`config.mk`:
```
export PLATFORM = sky130hd
export DESIGN_NAME = wcmp_par24
export DESIGN_NICKNAME = d
export VERILOG_FILES = /design/src/rtl/wcmp_pkg.sv /design/src/rtl/wcmp_nibble.sv /design/src/rtl/wcmp_slice.sv /design/src/rtl/wcmp_par24.sv
export SDC_FILE = /design/constraint.sdc
export NUM_CORES = 1
export LEC_CHECK = 0
export BUFFER_PORTS_ARGS = -buffer_cell sky130_fd_sc_hd__buf_2
export CAP_MARGIN = 25
export CORE_ASPECT_RATIO = 0.9
export CORE_UTILIZATION = 40
export DETAILED_ROUTE_END_ITERATION = 12
export GPL_TIMING_DRIVEN = 0
export PLACE_DENSITY = 0.75
export SYNTH_ARGS = -nofsm -noshare
export SYNTH_HDL_FRONTEND = slang
export SYNTH_HIERARCHICAL = 1
export SYNTH_SLANG_ARGS = --single-unit
```
`constraint.sdc`:
```
create_clock -name vclk -period 2.94
set_input_delay 0.441 -clock vclk [all_inputs]
set_output_delay 0.441 -clock vclk [all_outputs]
set_load 0.005 [all_outputs]
```
`src/rtl/wcmp_pkg.sv`:
```
package wcmp_pkg;
  typedef struct packed {
    logic gt;
    logic lt;
    logic eq;
  } cmp_res_t;

  localparam cmp_res_t CASC_IDLE = '{gt: 1'b0, lt: 1'b0, eq: 1'b1};
endpackage

```
`src/rtl/wcmp_nibble.sv`:
```
// Cascadable magnitude unit; when the data match, the cascade inputs decide.
module wcmp_nibble
  import wcmp_pkg::*;
#(
  parameter int unsigned W = 4
) (
  input  logic [W-1:0] a_i,
  input  logic [W-1:0] b_i,
  input  cmp_res_t     casc_i,
  output cmp_res_t     res_o
);
  always_comb begin
    if (a_i > b_i) begin
      res_o = '{gt: 1'b1, lt: 1'b0, eq: 1'b0};
    end else if (a_i < b_i) begin
      res_o = '{gt: 1'b0, lt: 1'b1, eq: 1'b0};
    end else begin
      // cascade eq dominates; otherwise each flag is the absence of the opposite
      res_o.eq = casc_i.eq;
      res_o.gt = ~casc_i.eq & ~casc_i.lt;
      res_o.lt = ~casc_i.eq & ~casc_i.gt;
    end
  end
endmodule

```
`src/rtl/wcmp_slice.sv`:
```
// (W+1)-bit slice: the lowest bit pair enters through the cascade inputs.
module wcmp_slice
  import wcmp_pkg::*;
#(
  parameter int unsigned W = 4
) (
  input  logic [W:0] a_i,
  input  logic [W:0] b_i,
  output logic       gt_o,
  output logic       lt_o
);
  cmp_res_t casc;
  cmp_res_t res;

  assign casc = '{gt: a_i[0], lt: b_i[0], eq: 1'b0};

  wcmp_nibble #(.W(W)) u_unit (
    .a_i    (a_i[W:1]),
    .b_i    (b_i[W:1]),
    .casc_i (casc),
    .res_o  (res)
  );

  // res.eq is never high here: cascade eq is held low
  assign gt_o = res.gt;
  assign lt_o = res.lt;
endmodule

```
`src/rtl/wcmp_par24.sv`:
```
module wcmp_par24
  import wcmp_pkg::*;
#(
  parameter int unsigned WIDTH = 24,
  parameter int unsigned NIB_W = 4
) (
  input  logic [WIDTH-1:0] a_i,
  input  logic [WIDTH-1:0] b_i,
  output logic             gt_o,
  output logic             lt_o,
  output logic             eq_o
);
  localparam int unsigned SLICE_W = NIB_W + 1;
  localparam int unsigned N_SLICE = (WIDTH - NIB_W) / SLICE_W;

  cmp_res_t          low_res;
  cmp_res_t          fin_res;
  logic [N_SLICE-1:0] sl_gt;
  logic [N_SLICE-1:0] sl_lt;
  logic [NIB_W-1:0]   fin_a;
  logic [NIB_W-1:0]   fin_b;

  wcmp_nibble #(.W(NIB_W)) u_low (
    .a_i    (a_i[NIB_W-1:0]),
    .b_i    (b_i[NIB_W-1:0]),
    .casc_i (CASC_IDLE),
    .res_o  (low_res)
  );

  for (genvar s = 0; s < N_SLICE; s++) begin : g_slice
    localparam int unsigned LO = NIB_W + s * SLICE_W;
    wcmp_slice #(.W(NIB_W)) u_slice (
      .a_i  (a_i[LO +: SLICE_W]),
      .b_i  (b_i[LO +: SLICE_W]),
      .gt_o (sl_gt[s]),
      .lt_o (sl_lt[s])
    );
  end

  // slice s lands on final data bit s; upper bits unused when fewer slices
  for (genvar k = 0; k < NIB_W; k++) begin : g_map
    if (k < N_SLICE) begin : g_used
      assign fin_a[k] = sl_gt[k];
      assign fin_b[k] = sl_lt[k];
    end else begin : g_pad
      assign fin_a[k] = 1'b0;
      assign fin_b[k] = 1'b0;
    end
  end

  wcmp_nibble #(.W(NIB_W)) u_final (
    .a_i    (fin_a),
    .b_i    (fin_b),
    .casc_i (low_res),
    .res_o  (fin_res)
  );

  assign gt_o = fin_res.gt;
  assign lt_o = fin_res.lt;
  assign eq_o = fin_res.eq;
endmodule

```
==> out/results.md <==
• static power due to leakage: 0.000699 uW
• count of warnings emitted by yosys: 6
• maximum number of pins on one net before global-route repair: 4
• global-route usage over all layers: 15.4%
• Crit path largest cell delay: 0.29 ns
• via count: 866
• crit path DAT: 2.17 ns
• cell area after technology mapping: 776 um^2
• first-pass GRT wire length: 2790 um
• ratio of cells with drive above 1 in the final layout: 34.7%
• Post-Syn Instances: 112
• worst slack, placed: 0.304 ns
• RSZ-0062 raised after global routing: no
• type of element capturing the critical path: output pin
• cell depth of the worst setup path: 11
• setup ws final: 0.324 ns
• area used by multi-input combinational logic: 704 um^2
• global routing usage on met2: 32.1%
• number of nets with antenna violations after routing: 0
• area used by sequential logic in the layout: 0 um^2
• Seq Cell Count: 0
• setup TNS: 0 ns
• starting density of the core: 44.3%
• Die Span Y: 43.8 um
• postcts setup bufs: 0
• Final Critical Period: 2.62 ns
• Net count, final: 244
• number of hold violations in the final report: 0
• standard-cell rows: 14
• Tightest Hold Check Type: in -> out
• mean instance size in the synthesized netlist: 6.93 um^2
• Setup crit start kind: primary input
• status: complete, no violations
• buffers added on ports: 51
• grt peak-use layer: met2
• max-slew violation count: 0
• post_cts resized: 0
• number of ports placed on the die boundary: 51
• DRT Wirelength: 1510 um
• initial antenna violation count: 0
• total of fill cells in the finished design: 169
• TritonRoute pass-1 iters: 4
• GPL Wtd Cong: 0.667
• Clock buffer cells: 0
• Residual DRC: 0
• worst vdd ir: 0.000105 V
• top library cells by usage in the layout, fill and taps aside: sky130_fd_sc_hd__buf_2, sky130_fd_sc_hd__inv_1, sky130_fd_sc_hd__ha_1
• met1 usage: 18.7%
• total congestion overflow after global routing: 0
• Iter 0 DRT Violations: 7
• kind of critical path: in -> out
• Largest delay share family, worst path: compound AO/OA/AOI/OAI gates
• CP cell instances: buf_2, ha_1, nor2b_1, o211ai_2, a21o_1, inv_1, ha_1, nor2b_1, o211ai_2, a211oi_2, buf_2
• maximum fanout along the worst path: 3
• vias in the first global route: 786
• DP Wirelength: 1460 um
• ratio of final minimum period to clock period: 89.0%
• width of the die: 48.4 um
• Avg Vias per Cell: 4.46
• Min-Delay Path Depth: 7
• Design Area, Final: 1090 um^2
• die footprint: 2120 um^2
• GRT met3 Usage: 0.351%
• CP bufs+invs: 3
• endpoint required time on the critical path: 2.50 ns
• final-report setup violation count: 0
• Core Box Area: 1750 um^2
• routed wirelength normalized by instance count: 7.77 um
• cts-stage hold buffer count: 0
• placed instance area: 1090 um^2
• max cap viols: 0
• most frequent standard cell in the layout excluding fill and tap cells: sky130_fd_sc_hd__buf_2
• cell type of the slowest stage on the worst timing path: sky130_fd_sc_hd__ha_1
• layout overhead on the synthesized area: 40.2%
• antenna diode count: 0
• power density cells: 155 nW/um^2
• top achievable clock speed: 382 MHz
## tightest hold or removal path: stages
cell and delay (ns):
sky130_fd_sc_hd__buf_2 0.08, sky130_fd_sc_hd__ha_1 0.24, sky130_fd_sc_hd__o211ai_2 0.10, sky130_fd_sc_hd__a211oi_2 0.09, sky130_fd_sc_hd__inv_1 0.07, sky130_fd_sc_hd__a211oi_2 0.04
sky130_fd_sc_hd__buf_2 0.11
## routing by layer
metal  part of all wire (%)  wire length (um)
met5                      0                 0
met3                    5.8                87
met2                     50               748
met1                     45               672
met4                      0                 0
## layout make-up
cell class         count  area share, %
well taps             24           2.76
multi-input cells     93           64.8
repair buffers        51           23.5
inverters             26           8.98
## path summary, 6_finish.rpt
path                    start    to  slack (ns)
worst min-delay path   a_i[2]  eq_o        1.61
worst max-delay path  a_i[11]  eq_o        0.32
## where the power goes
part	switching [uW]	internal [uW]	leakage (uW)
sequential	0	0	0
clock	0	0	0
combinational	81.6	86.4	0.000699
total	81.6	86.4	0.000699
## through the flow
| stage | cells | total power (uW) | utilization [%] | hold WS (ns) |
|---|---|---|---|---|
| final | 194 | 168 | 62.1 | 1.61 |
| after global routing | 194 | 195 | 62.1 | 1.65 |
| after CTS | 194 | 170 | 62.1 | 1.62 |
| after detailed placement | 194 | 170 | 62.1 | 1.61 |
| after global placement | 194 | 164 | 62.1 | 1.60 |
| after floorplan | 119 | 112 | - | 1.36 |
Note: power is estimated with default switching activity, not from simulation.
